[src/rtl/flc_pkg.sv]
package flc_pkg;
  localparam logic [7:0] CMD_SETUP  = 8'h60;
  localparam logic [7:0] CMD_LOCK   = 8'h01;
  localparam logic [7:0] CMD_UNLOCK = 8'hD0;
  localparam logic [7:0] CMD_LDOWN  = 8'h2F;
  localparam logic [7:0] CMD_IDENT  = 8'h90;
  localparam logic [7:0] CMD_ARRAY  = 8'hFF;

  typedef enum logic [1:0] {
    OP_NONE,
    OP_LOCK,
    OP_UNLOCK,
    OP_LDOWN
  } lock_op_e;
endpackage

[src/rtl/flc_wp_sync.sv]
module flc_wp_sync #(
  parameter int STAGES = 2
) (
  input  logic clk,
  input  logic rst,
  input  logic wp_n_i,
  output logic wp_eff_o,
  output logic wp_fall_o
);
  // sh[0..STAGES-1] synchroniser, sh[STAGES] previous synchronised level
  logic [STAGES:0] sh;

  always_ff @(posedge clk) begin
    if (rst) sh <= '0;
    else     sh <= {sh[STAGES-1:0], wp_n_i};
  end

  assign wp_eff_o  = sh[STAGES-1];
  assign wp_fall_o = sh[STAGES] & ~sh[STAGES-1];
endmodule

[src/rtl/flc_cmd_dec.sv]
module flc_cmd_dec
  import flc_pkg::*;
#(
  parameter int BW = 5
) (
  input  logic          clk,
  input  logic          rst,
  input  logic          wr_en,
  input  logic [7:0]    wr_cmd,
  input  logic [BW-1:0] wr_blk,
  output lock_op_e      op_o,
  output logic [BW-1:0] op_blk_o,
  output logic          id_mode_o,
  output logic          seq_err_o
);
  logic pend_q;

  always_comb begin
    op_o = OP_NONE;
    if (wr_en && pend_q) begin
      case (wr_cmd)
        CMD_LOCK:   op_o = OP_LOCK;
        CMD_UNLOCK: op_o = OP_UNLOCK;
        CMD_LDOWN:  op_o = OP_LDOWN;
        default:    op_o = OP_NONE;
      endcase
    end
  end

  assign op_blk_o = wr_blk;

  always_ff @(posedge clk) begin
    if (rst) begin
      pend_q    <= 1'b0;
      id_mode_o <= 1'b0;
      seq_err_o <= 1'b0;
    end else begin
      seq_err_o <= 1'b0;
      if (wr_en) begin
        if (pend_q) begin
          pend_q    <= 1'b0;
          seq_err_o <= (op_o == OP_NONE);
        end else begin
          case (wr_cmd)
            CMD_SETUP: pend_q    <= 1'b1;
            CMD_IDENT: id_mode_o <= 1'b1;
            CMD_ARRAY: id_mode_o <= 1'b0;
            default:   ;
          endcase
        end
      end
    end
  end
endmodule

[src/rtl/flc_lock_bank.sv]
module flc_lock_bank
  import flc_pkg::*;
#(
  parameter int NB = 32,
  parameter int BW = 5
) (
  input  logic          clk,
  input  logic          rst,
  input  lock_op_e      op_i,
  input  logic [BW-1:0] op_blk_i,
  input  logic          wp_eff_i,
  input  logic          wp_fall_i,
  output logic [NB-1:0] lock_o,
  output logic [NB-1:0] ldn_o
);
  for (genvar g = 0; g < NB; g++) begin : g_blk
    logic hit;
    logic frozen;
    assign hit    = (op_blk_i == BW'(g));
    assign frozen = ldn_o[g] & ~wp_eff_i;

    always_ff @(posedge clk) begin
      if (rst) begin
        lock_o[g] <= 1'b1;
        ldn_o[g]  <= 1'b0;
      end else begin
        if (hit && !frozen) begin
          case (op_i)
            OP_LOCK:   lock_o[g] <= 1'b1;
            OP_UNLOCK: lock_o[g] <= 1'b0;
            OP_LDOWN: begin
              lock_o[g] <= 1'b1;
              ldn_o[g]  <= 1'b1;
            end
            default: ;
          endcase
        end
        // snap-back overrides any same-cycle command
        if (wp_fall_i && ldn_o[g]) lock_o[g] <= 1'b1;
      end
    end
  end
endmodule

[src/rtl/flash_lock_ctrl.sv]
module flash_lock_ctrl
  import flc_pkg::*;
#(
  parameter int NUM_BLOCKS = 32,
  parameter int DATA_W     = 16,
  parameter int OFS_W      = 4,
  parameter int STATUS_OFS = 2,
  parameter int BLK_W      = $clog2(NUM_BLOCKS)
) (
  input  logic              clk,
  input  logic              rst,
  input  logic              wp_n,
  input  logic              wr_en,
  input  logic [7:0]        wr_cmd,
  input  logic [BLK_W-1:0]  wr_blk,
  input  logic              rd_en,
  input  logic [BLK_W-1:0]  rd_blk,
  input  logic [OFS_W-1:0]  rd_ofs,
  input  logic [BLK_W-1:0]  chk_blk,
  output logic              pe_ok,
  output logic              rd_valid,
  output logic [DATA_W-1:0] rd_data,
  output logic              seq_err
);
  localparam logic [OFS_W-1:0] STAT_OFS = OFS_W'(STATUS_OFS);

  lock_op_e              op;
  logic [BLK_W-1:0]      op_blk;
  logic                  id_mode;
  logic                  wp_eff;
  logic                  wp_fall;
  logic [NUM_BLOCKS-1:0] lock_q;
  logic [NUM_BLOCKS-1:0] ldn_q;

  flc_wp_sync #(.STAGES(2)) u_sync (
    .clk(clk), .rst(rst), .wp_n_i(wp_n),
    .wp_eff_o(wp_eff), .wp_fall_o(wp_fall)
  );

  flc_cmd_dec #(.BW(BLK_W)) u_dec (
    .clk(clk), .rst(rst), .wr_en(wr_en), .wr_cmd(wr_cmd), .wr_blk(wr_blk),
    .op_o(op), .op_blk_o(op_blk), .id_mode_o(id_mode), .seq_err_o(seq_err)
  );

  flc_lock_bank #(.NB(NUM_BLOCKS), .BW(BLK_W)) u_bank (
    .clk(clk), .rst(rst), .op_i(op), .op_blk_i(op_blk),
    .wp_eff_i(wp_eff), .wp_fall_i(wp_fall),
    .lock_o(lock_q), .ldn_o(ldn_q)
  );

  always_ff @(posedge clk) begin
    if (rst) begin
      pe_ok    <= 1'b0;
      rd_valid <= 1'b0;
      rd_data  <= '0;
    end else begin
      pe_ok    <= ~lock_q[chk_blk];
      rd_valid <= rd_en;
      rd_data  <= '0;
      if (rd_en && id_mode && (rd_ofs == STAT_OFS))
        rd_data <= {{(DATA_W-2){1'b0}}, ldn_q[rd_blk], lock_q[rd_blk]};
    end
  end
endmodule

[config.mk]
export PLATFORM = sky130hd
export DESIGN_NAME = flash_lock_ctrl
export DESIGN_NICKNAME = d
export VERILOG_FILES = /design/src/rtl/flc_pkg.sv /design/src/rtl/flc_wp_sync.sv /design/src/rtl/flc_cmd_dec.sv /design/src/rtl/flc_lock_bank.sv /design/src/rtl/flash_lock_ctrl.sv
export SDC_FILE = /design/constraint.sdc
export NUM_CORES = 1
export LEC_CHECK = 0
export ABC_CLOCK_PERIOD_IN_PS = 4000
export BUFFER_PORTS_ARGS = -buffer_cell sky130_fd_sc_hd__buf_2
export CAP_MARGIN = 25
export CORE_ASPECT_RATIO = 1.4
export CORE_UTILIZATION = 30
export DETAILED_ROUTE_END_ITERATION = 7
export PLACE_DENSITY = 0.49
export RECOVER_POWER = 50
export SYNTH_ARGS = -nofsm -noshare
export SYNTH_HDL_FRONTEND = slang
export SYNTH_SLANG_ARGS = --single-unit
[constraint.sdc]
create_clock -name clk -period 4 [get_ports clk]
set_clock_uncertainty 0.05 [all_clocks]
set_input_delay 0.6 -clock clk [delete_from_list [all_inputs] [get_ports clk]]
set_output_delay 0.6 -clock clk [all_outputs]
set_load 0.02 [all_outputs]
* Yosys cells after proc, flatten, opt, wreduce, memory -nomap -nowiden
Index checks and enable logic that the tools add are counted.
** Word-level totals
- Word-level logic and storage cells :: 368
- Register bits after elaboration :: 88
** Operators by class
- Reduce and logical (&&, ||, !) cells :: 203
- $lt $le $gt $ge :: 2
- Equal/unequal tests :: 41
- Muxes and demuxes :: 12
- Bitwise logic cells :: 38
** Operators by type and width (number)
- $reduce_and 2->1 :: 64
- $eq 5x5->1 const B :: 16
- $reduce_or 2->1 :: 34
- $logic_and 1x1->1 :: 67
- $eq 5x4->1 const B :: 8
- $and 1x1->1 :: 33
- $logic_not 1->1 :: 32
- $eq 8x8->1 const B :: 3
- $eq 5x3->1 const B :: 4
- $bmux 1 s5 :: 3
- $lt 5x6->1 const B :: 2
- $eq 5x2->1 const B :: 2
- $eq 8x1->1 const B :: 1
- $eq 8x6->1 const B :: 1
- $eq 8x7->1 const B :: 1
- $pmux 2 s3 :: 1
- $eq 5x1->1 const B :: 1
- $logic_not 5->1 :: 1
- $mux 1 :: 5
- $not 1->1 :: 5
- $eq 2x2->1 const B :: 2
- $eq 4x2->1 const B :: 1
- $pmux 1 s2 :: 2
- $reduce_bool 2->1 :: 2
- 5 further kinds :: 5

* Depth between registers and ports, before layout
Gate-level depths: netlist of the first run.
- Word-level depth :: 7
- Mapped depth :: 6
- Mapped depth without buffers :: 4

* Hierarchy
Synthesis of the first run repeated with hierarchy kept, for this count alone.
** Second synthesis, totals
- Cell total of the unflattened synthesis :: 501
- Area, all modules :: 4614.4 sq um
** Modules (own cells, without submodules)
- flc_lock_bank :: cells each 370, area each 3193.1 sq um, seq. area each 1281.2 sq um, times used 1
- flash_lock_ctrl :: cells each 92, area each 1081.0 sq um, seq. area each 80.1 sq um, times used 1
- flc_cmd_dec :: cells each 32, area each 252.7 sq um, seq. area each 60.1 sq um, times used 1
- flc_wp_sync :: cells each 7, area each 87.6 sq um, seq. area each 60.1 sq um, times used 1

* Worst setup path before layout of the first run
Ideal clock, no wire load.
- Kind :: input -> register
- Start point :: in wr_cmd[5]
- End point :: reg u_bank.lock_o[18]
- Buffers on the path :: 2
- Stages :: 6
- Setup slack :: 1.507 ns
- Data arrival time :: 2.316 ns
- Path through :: or4_4 > or4_4 > buf_6 > buf_6 > o41ai_1 > nand2_1
** On the way
- Cells in the longest elaborated chain, start to end :: 7
- Elaborated cells on any way between the ends :: 12
- Classes of those cells :: eq/ne: 6; mux: 3; reduce/logical: 3
** RTL lines
- from (decl) :: line flash_lock_ctrl.sv:14 : input logic [7:0] wr_cmd,
- $eq 8x6->1 (tied with other cells) :: line flc_cmd_dec.sv:21 : case (wr_cmd)
- $pmux 2 s3 * :: line flc_cmd_dec.sv:21
- $mux 2 * :: line flc_cmd_dec.sv:20 : if (wr_en && pend_q) begin
- $eq 2x1->1 or $eq 2x2->1 (tied branches) :: line flc_lock_bank.sv:28 : case (op_i)
- $reduce_or 2->1 (no line)
- $reduce_bool 2->1 (no line)
- $reduce_and 2->1 (no line)
- to (signal, indexed assignment) :: line flc_lock_bank.sv:29 : OP_LOCK: lock_o[g] <= 1'b1;
- to (signal, indexed assignment) :: line flc_lock_bank.sv:30 : OP_UNLOCK: lock_o[g] <= 1'b0;
- to (signal, indexed assignment) :: line flc_lock_bank.sv:32 : lock_o[g] <= 1'b1;
- to (decl) :: line flc_lock_bank.sv:13 : output logic [NB-1:0] lock_o,
Mark *: on every way between the ends. The rest lies on a longest branch, timed or not.
A chain may end at the register's enable or synchronous reset.

* Worst setup path in the final report of the first run
- Start point :: in wr_cmd[5]
- End point :: reg u_bank.ldn_o[23]
** On the way
- Cells in the longest elaborated chain, start to end :: 5
- Elaborated cells on any way between the ends :: 7
- Classes of those cells :: eq/ne: 4; mux: 2; reduce/logical: 1
** RTL lines
- $eq 8x6->1 (tied with other cells) :: line flc_cmd_dec.sv:21
- $pmux 2 s3 * :: line flc_cmd_dec.sv:21
- $mux 2 * :: line flc_cmd_dec.sv:20
- $eq 2x2->1 * :: line flc_lock_bank.sv:28
- $reduce_and 2->1 (no line) *
- to (signal, indexed assignment) :: line flc_lock_bank.sv:25 : ldn_o[g] <= 1'b0;
- to (signal, indexed assignment) :: line flc_lock_bank.sv:33 : ldn_o[g] <= 1'b1;
- to (decl) :: line flc_lock_bank.sv:14 : output logic [NB-1:0] ldn_o
Marks and branches as above.

==> flow_metrics.tcl, run 1 <==
set metrics [dict create \
    status "complete, but fails checks" \
    violations "capacitance limit, slew limit" \
    internal_power_uw 1230 \
    clk_pin_slew_ps 50 \
    grt_pass1_wl_um 21900 \
    clk_latency_ps 330 \
    synthXorXnorAreaFrac_pct 0 \
    slowest_stage "clkbuf_1" \
    path_max_fanout 32 \
    num_rows 52 \
    cts_resized 0 \
    synthSimpleGateAreaFrac_pct 27.4 \
    cts_tree "done" \
    p_sw_share_pct 24.8 \
    first_pass_iters 4 \
    worst_setup_path_start_kind "primary input" \
    yosys_warnings 0 \
    die_y_um 146 \
    grt_max_degree 65 \
    setup_viol 0 \
    cp_cell_sequence "clkbuf_1 > or4_1 > nor3_1 > o21ai_2 > clkbuf_1 > o41ai_1" \
    die_x_um 105 \
    antenna_left 0 \
    syn_avg_cell_area_um2 8.91 \
    rsz0062_at_grt "false" \
    arrival_ps 3090 \
    async_reset_ff_share_pct 0 \
    required_ps 4160 \
    crit_path_end_kind "flip-flop" \
    p_comb_share_pct 9.6 \
    port_buffers 36 \
    gr-usage-all-layers_pct 18.5 \
    hold_viol_final 0 \
    crit_path_frequent_cell "clkbuf_1" \
    cts_buffers 9 \
    via_per_inst 5.68 \
    ys.flop_type "dfxtp_1" \
    hold_start "u_sync.sh[0]$_SDFF_PP0_" \
    num_vias 3956 \
    hold_slack_ps 394 \
    grt.overflow.total 0 \
    power_density_mw_per_mm2 333 \
    yosys.area.top_type "dfxtp_1" \
    drt_wl_total_um 13600 \
    drt-initial-drc-count 183 \
    core-area_mm2 0.0144 \
    ctsHtreeMaxLevel 3 \
    path_class "in2reg" \
    drive_gt1_share_pct 14.6 \
    min_path_type "reg2reg" \
    synth.top_cell.area_share_pct 33.4 \
    start_util_pct 30.7 \
    crit_start "wr_cmd[5]" \
    hpwl_um 9120 \
    ys_seq_elements 74 \
    ys_seq_area_share_pct 33.4 \
    synth.area.mux_share_pct 14.0 \
    leakage_uw 0.00156 \
    synthAdderAreaFrac_pct 0 \
    area_growth_pct 10.9 \
    max_cap_viol_count 1 \
    path_buf_inv 2 \
    drcViolationCount 0 \
    clock-root-buffer "clkbuf_16" \
    clock_path_buffers 2 \
    gp_congestion 0.809 \
    slew_viol_final 33 \
    p_clk_share_pct 45.3 \
    fin_crit_sh_pct 73.1 \
    antenna_found_initial 0 \
    antenna_cells 0 \
    synth_edf_count 0 \
    final_cell_mix "dfxtp_1, nand2b_1, nand3_1, buf_2, o41ai_1" \
    synth_compound_area_share_pct 17.9 \
    yosys-top-cells-area "dfxtp_1, mux4_2, nand2b_1, nand3_1, o41ai_1" \
    layout_min_cycle_time_ps 2920 \
    clock-sinks 74 \
    fin_nets 538 \
    ir_worst_vdd_mv 0.187 \
    fp.dieArea_mm2 0.0153 \
    wl_per_cell_um 19.5 \
    synthesis.area_mm2 0.00444 \
    synth_top_family_by_area "simple AND/OR/NAND/NOR gates" \
    p_sw_uw 407 \
    relSlewSlack_pct -16.3 \
    cpPeakStageDelay_ps 680 \
    tightest_slew_ps 1740 \
    p_seq_share_pct 45.1 \
    synth_cell_types 46 \
    layout_commonest_cell "dfxtp_1" \
    ctsHoldBuffers 0 \
    tns_ps 0 \
    syn-instance-count 498 \
    fmax_ghz 0.342 \
    cts_setup_buffers 0 \
    critPathTopFamily "simple AND/OR/NAND/NOR gates" \
    design.portCount 51 \
    reg2reg_from "u_dec.pend_q$_SDFFE_PP0P_" \
    grt_pass1_vias 4001 \
]
==> final timing paths <==
| path | to | slack, ps | cells past startpoint |
|---|---|---|---|
| max | u_bank.ldn_o[23]$_SDFFE_PP0P_ | 1080 | 6 |
| min | u_sync.sh[1]$_SDFF_PP0_ | 390 | 1 |
| max reg2reg | u_bank.ldn_o[31]$_SDFFE_PP0P_ | 1660 | 5 |
| min reg2reg | u_sync.sh[1]$_SDFF_PP0_ | 390 | 1 |
==> routing by layer <==
| metal | global-route usage [%] | part of all wire [%] |
|---|---|---|
| met3 | 3.45 | 4.4 |
| met4 | 9.79 | 3.2 |
| met5 | 0 | 0 |
| met2 | 33.5 | 53 |
| met1 | 20.3 | 39 |
==> through the flow <==
stage | std cells | total power, uW | setup slack, ps | util (%) | cell area, um2
finish | 697 | 1640 | 1080 | 34.1 | 4920
detailed placement | 684 | 913 | 1210 | 32.4 | 4680
global placement | 684 | 912 | 1250 | 32.4 | 4680
CTS | 697 | 1650 | 1570 | 34.2 | 4940
global route | 697 | 1700 | 893 | 34.1 | 4920
floorplan | 511 | 872 | 1510 | - | 4490
==> sequential cells by signal, summed over array words and instances (netlist names) <==
signal           cells
u_dec.pend_q         1
rd_data              2
u_dec.id_mode_o      1
rd_valid             1
pe_ok                1
u_bank.ldn_o        32
u_dec.seq_err_o      1
u_sync.sh            3
u_bank.lock_o       32
==> worst reg2reg max path: cells and delay by family, from the launching register on <==
kind	cells	cell delay (ps)
AOI/OAI and AO/OA	3	380
DFF	1	320
and+or+nand+nor	1	150
buffers and inverters	1	1270
==> power groups by stage <==
stage	logic [uW]	clock network, uW	registers [uW]
after CTS	158	754	740
after global placement	156	0	756
after global routing	171	787	740
final	157	742	740
after floorplan	114	0	758
after detailed placement	157	0	756
==> area by class of cell <==
| class | instances | area [um2] |
|---|---|---|
| clock buffer | 13 | 260 |
| fill | 1498 | 9520 |
| inverter | 6 | 22.5 |
| multi-input combinational | 372 | 2700 |
| sequential | 74 | 1480 |
| tap | 189 | 236 |
| timing repair buffer | 43 | 219 |
==> cells in the mapped netlist (2+ instances only) <==
| master | count |
|---|---|
| nor2_1 | 11 |
| o32ai_1 | 4 |
| nor4_1 | 2 |
| or4_4 | 2 |
| a221oi_1 | 12 |
| buf_6 | 2 |
| dfxtp_1 | 74 |
| o21ai_0 | 18 |
| o22ai_1 | 2 |
| mux4_2 | 20 |
| mux2i_1 | 15 |
| nor2b_1 | 22 |
| buf_4 | 14 |
| buf_2 | 2 |
| nand2_1 | 18 |
| nand2b_1 | 55 |
| mux2_2 | 2 |
| nand4_1 | 19 |
| or2_2 | 2 |
| a21oi_1 | 22 |
| nand4b_1 | 2 |
| nand3_1 | 44 |
| a2111oi_0 | 2 |
| nor3b_1 | 4 |
| clkbuf_1 | 37 |
| o31ai_1 | 17 |
| o41ai_1 | 25 |
| o32a_1 | 2 |
| nor3_1 | 17 |
| buf_1 | 2 |
| nand3b_1 | 5 |
| and4b_1 | 2 |
| o2bb2ai_1 | 2 |
| inv_1 | 6 |
| clkbuf_2 | 2 |
==> logic make-up (layout without fill, tap and decap cells) <==
kind of cell    Yosys count  after routing
buf+inv                  65             62
other cells               1             14
compound gates          110            110
simple gates            211            211
flops                    74             74
mux                      37             37
Note: power is estimated with default switching activity, not from simulation.
==> inputs of run 2 (changes only) <==
ABC_CLOCK_PERIOD_IN_PS = 2900   (was 4000)
clock period = 2.9 ns   (was 4 ns; I/O delays follow)
==> run 2 against run 1 <==
Against the previous run: the flow now finishes without violations; power grew 39%; hold slack got worse by 130 ps; register-to-register slack got worse by 780 ps; combinational power increased by 39%; non-clock buffer count is 4 higher; critical path depth stayed put; via count increased by 0.88%; core utilization is 0.27 points higher; global-route usage fell by 0.42 points; worst setup slack lost 590 ps; critical path type unchanged; largest cell class unchanged.
==> flow_metrics.tcl, run 2 (synthesis gave the netlist of run 1 again) <==
set metrics [dict create \
    ctsHtreeMaxLevel 3 \
    drt_wl_total_um 13400 \
    antenna_found_initial 0 \
    antenna_left 0 \
    clock-root-buffer "clkbuf_16" \
    start_util_pct 30.7 \
    hold_slack_ps 261 \
    min_path_type "in2reg" \
    tightest_slew_ps 1380 \
    fin_util_pct 34.4 \
    clock_path_buffers 2 \
    via_per_inst 5.68 \
    slew_viol_final 0 \
    reg_top3 "u_bank.ldn_o (32), u_bank.lock_o (32), u_sync.sh (3)" \
    die_y_um 146 \
    drt-initial-drc-count 208 \
    fp.dieArea_mm2 0.0153 \
    hold_viol_final 0 \
    first_pass_iters 5 \
    port_buffers 36 \
    layout_commonest_cell "dfxtp_1" \
    path_class "in2reg" \
    ctsHoldBuffers 0 \
    drive_gt1_share_pct 15.8 \
    nFillCells 1491 \
    fmax_ghz 0.415 \
    fin_crit_sh_pct 83.2 \
    cts_setup_buffers 0 \
    hold_start "wp_n" \
    setup_viol 0 \
    antenna_cells 0 \
    grt.overflow.total 0 \
    clk_pin_slew_ps 60 \
    crit_start "wr_cmd[5]" \
    tns_ps 0 \
    fin_area_mm2 0.00496 \
    die_x_um 105 \
    dp_slack_ps 312 \
    wl_per_cell_um 19.1 \
    cts_tree "done" \
    hpwl_um 9260 \
    leakage_uw 0.00159 \
    rsz0062_at_grt "false" \
    design.portCount 51 \
    drcViolationCount 0 \
    crit_path_end_kind "flip-flop" \
    final_cell_mix "dfxtp_1, nand2b_1, nand3_1, buf_2, o41ai_1" \
    num_rows 52 \
    cts_resized 0 \
    gp_congestion 0.795 \
    num_vias 3991 \
    grt_pass1_vias 3990 \
    arrival_ps 2600 \
    required_ps 3090 \
    status "finished clean" \
    setup_ws_ps 488 \
    fin_nets 542 \
    cts_buffers 9 \
    clk_latency_ps 340 \
    relSlewSlack_pct 7.31 \
    max_cap_viol_count 0 \
    grt_max_degree 54 \
    ir_worst_vdd_mv 0.209 \
    path_max_fanout 17 \
    layout_min_cycle_time_ps 2410 \
    area_growth_pct 11.8 \
    reg2reg_from "u_dec.pend_q$_SDFFE_PP0P_" \
    grt_pass1_wl_um 21600 \
    power_density_mw_per_mm2 458 \
    clock-sinks 74 \
    core-area_mm2 0.0144 \
    gr-usage-all-layers_pct 18.1 \
    worst_setup_path_start_kind "primary input" \
    post_dp_cell_area_mm2 0.00472 \
]
-- run 2: cell count changes in the layout (fill, tap and decap cells not counted), sizes merged --
| cell | delta |
|---|---|
| buf | +3 |
| clkinv | +3 |
-- run 2: routing by layer --
metal / routed length [um] / GRT usage, % / vias to the layer above
met2: 7290 / 33.4 / 93
met3: 469 / 2.42 / 18
li1: - / - / 1896
met4: 258 / 7.75 / 0
met5: 0 / 0 / -
met1: 5410 / 20.6 / 1984
-- run 2: power by group --
group | internal (uW) | switching, uW | total (uW)
clock network | 616 | 418 | 1030
logic | 69.7 | 149 | 219
registers | 1020 | 0.625 | 1020
-- run 2: per-stage QoR --
step | std cells | total power (uW)
CTS | 703 | 2300
floorplan | 511 | 1200
global route | 703 | 2350
finish | 703 | 2270
detailed placement | 688 | 1260
global placement | 688 | 1260
-- run 2: area by class of cell --
type | instances | area [um2] | area share (%)
clock inverters | 3 | 15.0 | 0.303
repair buffers | 47 | 246 | 4.97
well taps | 189 | 236 | 4.77
multi-input cells | 372 | 2700 | 54.5
inverters | 6 | 22.5 | 0.454
flip-flops and latches | 74 | 1480 | 29.9
clock buffers | 12 | 256 | 5.17
-- run 2: critical path: stages --
cell and delay [ps]:
clkbuf_1 100, or4_4 590, nor3_1 290, o21ai_1 500, buf_4 420, o31ai_1 260
-- run 2: worst paths after layout --
path,endpoint,depth (start not counted),slack (ps)
max,u_bank.ldn_o[13]$_SDFFE_PP0P_,6,490
max reg2reg,u_bank.ldn_o[13]$_SDFFE_PP0P_,5,880
min,u_sync.sh[0]$_SDFF_PP0_,2,260
min reg2reg,u_sync.sh[1]$_SDFF_PP0_,1,390
==> inputs of run 3 (changes only) <==
ABC_AREA = 1   (was unset)
ABC_CLOCK_PERIOD_IN_PS = 2200   (was 2900)
PLACE_DENSITY = 0.5   (was 0.49)
clock period = 2.2 ns   (was 2.9 ns; I/O delays follow)
==> run 3 against run 2 <==
Against the previous run: the flow now finishes with violations (DRC); sequential share of layout area down 3.2 points; final cell count is 53% higher; register-to-register slack got worse by 480 ps; clock power is 49% higher; routed wire length grew 22%; largest cell class unchanged; via count up 33%.
==> flow_metrics.tcl, run 3 <==
set metrics [dict create \
    status "complete, but fails checks" \
    violations "DRC" \
    min_path_type "in2reg" \
    synth.area.mux_share_pct 0 \
    slew_viol_final 0 \
    yosys_warnings 0 \
    syn_avg_cell_area_um2 5.88 \
    hold_end "u_sync.sh[0]$_SDFF_PP0_" \
    internal_power_uw 2390 \
    syn-instance-count 862 \
    path_buf_inv 3 \
    drcViolationCount 6 \
    ctsHtreeMaxLevel 3 \
    relSlewSlack_pct 51.9 \
    setup_viol 0 \
    yosys.area.top_type "dfxtp_1" \
    die_y_um 156 \
    arrival_ps 2030 \
    drt_wl_total_um 16300 \
    cts_tree "done" \
    path_max_fanout 52 \
    clk_pin_slew_ps 60 \
    drive_gt1_share_pct 8.54 \
    worst_setup_path_start_kind "flip-flop" \
    tightest_slew_ps 721 \
    fin_nets 905 \
    cts_buffers 9 \
    path_class "reg2reg" \
    slowest_stage "clkbuf_4" \
    layout_commonest_cell "nand2_1" \
    p_sw_uw 850 \
    fin_crit_sh_pct 82.0 \
    synthXorXnorAreaFrac_pct 0 \
    cts_setup_buffers 0 \
    core-area_mm2 0.0164 \
    num_rows 55 \
    grt_pass1_vias 4954 \
    start_util_pct 31.0 \
    antenna_left 0 \
    synthesis.area_mm2 0.00507 \
    fmax_ghz 0.554 \
    whs_path_depth 3 \
    p_sw_share_pct 26.3 \
    hpwl_um 11400 \
    tns_ps 0 \
    num_vias 5292 \
    ys_seq_area_share_pct 29.2 \
    fin_area_mm2 0.00555 \
    rr_worst_depth 7 \
    reg2reg_from "u_dec.pend_q$_SDFFE_PP0P_" \
    grt.overflow.total 0 \
    r2r_setup_slack_ps 400 \
    synthAdderAreaFrac_pct 0 \
    post_dp_cell_area_mm2 0.00528 \
    required_ps 2430 \
    clk_latency_ps 340 \
    grt_max_degree 65 \
    leakage_uw 0.00274 \
    async_reset_ff_share_pct 0 \
    wl_per_cell_um 15.2 \
    synth.top_cell.area_share_pct 29.2 \
    antenna_found_initial 0 \
    area_growth_pct 9.47 \
    p_seq_share_pct 41.6 \
    p_clk_share_pct 47.2 \
    crit_path_end_kind "flip-flop" \
    drt-initial-drc-count 394 \
    gr-usage-all-layers_pct 19.3 \
    clock-sinks 74 \
    layout_min_cycle_time_ps 1800 \
    rr_endpoint "u_bank.lock_o[10]$_SDFFE_PP1P_" \
    reg_top3 "u_bank.ldn_o (32), u_bank.lock_o (32), u_sync.sh (3)" \
    cp_cell_sequence "nand2_1 > inv_2 > clkbuf_4 > nand3_1 > nand3_1 > inv_1 > nand2_1" \
    design.portCount 51 \
    power_density_mw_per_mm2 583 \
    antenna_cells 0 \
    synth_edf_count 0 \
    ir_worst_vdd_mv 0.313 \
    clock_path_buffers 2 \
    critPathTopFamily "buffers and inverters" \
    rsz0062_at_grt "false" \
    synth.top_cells.by_count "nand2_1, nand3_1, inv_1" \
    cts_resized 0 \
    clock-root-buffer "clkbuf_16" \
    synth_cell_types 23 \
    hold_viol_final 0 \
    max_cap_viol_count 0 \
    port_buffers 36 \
    gp_congestion 0.798 \
    first_pass_iters 7 \
    ctsHoldBuffers 0 \
    via_per_inst 4.91 \
    synth_most_common_cell "nand2_1" \
    fp.dieArea_mm2 0.0174 \
    p_comb_share_pct 11.2 \
    hold_slack_ps 144 \
    synth_top_family_by_area "simple AND/OR/NAND/NOR gates" \
    final_cell_mix "nand2_1, nand3_1, inv_1, dfxtp_1, nor2_1" \
    ys.flop_type "dfxtp_1" \
    grt_pass1_wl_um 26200 \
    hold_start "wp_n" \
    synthSimpleGateAreaFrac_pct 45.1 \
    synth_compound_area_share_pct 7.50 \
    ys_seq_elements 74 \
    die_x_um 112 \
    yosys-top-cells-area "dfxtp_1, nand2_1, nand3_1, inv_1, a21oi_1" \
    cpPeakStageDelay_ps 630 \
]
==> run 3: tightest hold or removal path: stages <==
cell and delay [ps]:
buf_2 70, inv_1 30, nor2_1 60
==> run 3: cells by family (layout without fill, tap and decap cells) <==
group / count (synthesis) / after routing
buf+inv: 193 / 196
simple gates: 520 / 520
compound gates: 74 / 74
other cells: 1 / 14
flops: 74 / 74
==> run 3: stage by stage <==
stage	worst slack, ps	power (uW)	instances	util, %
detailed placement	351	1740	1061	32.2
CTS	571	3270	1077	34.1
global placement	349	1740	1061	32.2
global route	252	3370	1077	33.9
floorplan	820	1640	875	-
finish	396	3240	1077	33.9
==> run 3: power groups by stage <==
stage | Combinational [uW] | Clock (uW) | Sequential, uW
6_report | 363 | 1530 | 1350
5_1_grt | 407 | 1610 | 1350
4_1_cts | 367 | 1560 | 1350
3_5_place_dp | 366 | 0 | 1380
3_3_place_gp | 366 | 0 | 1380
2_1_floorplan | 264 | 0 | 1380
==> run 3: worst max-delay path by stage <==
stage / start / endpoint / cells after the start
CTS: u_dec.pend_q$_SDFFE_PP0P_ / u_bank.lock_o[9]$_SDFFE_PP1P_ / 7
global route: u_sync.sh[1]$_SDFF_PP0_ / u_bank.lock_o[31]$_SDFFE_PP1P_ / 8
global placement: wr_blk[4] / u_bank.lock_o[4]$_SDFFE_PP1P_ / 8
finish: u_dec.pend_q$_SDFFE_PP0P_ / u_bank.lock_o[10]$_SDFFE_PP1P_ / 7
floorplan: rd_blk[1] / rd_data[0]$_SDFF_PP0_ / 9
detailed placement: wr_blk[4] / u_bank.lock_o[4]$_SDFFE_PP1P_ / 8
==> run 3: cell type report <==
class,count,area [um2]
Sequential cell,74,1480
Clock buffer,11,253
Multi-Input combinational cell,608,2720
Fill cell,1882,10800
Inverter,126,473
Timing Repair Buffer,54,323
Tap cell,199,249
Clock inverter,5,52.6
==> run 3: metal layers <==
layer / GRT usage, % / part of all wire [%]
met5: 0 / 0
met1: 24.1 / 46
met3: 2.60 / 4.0
met4: 6.69 / 1.9
met2: 33.7 / 48
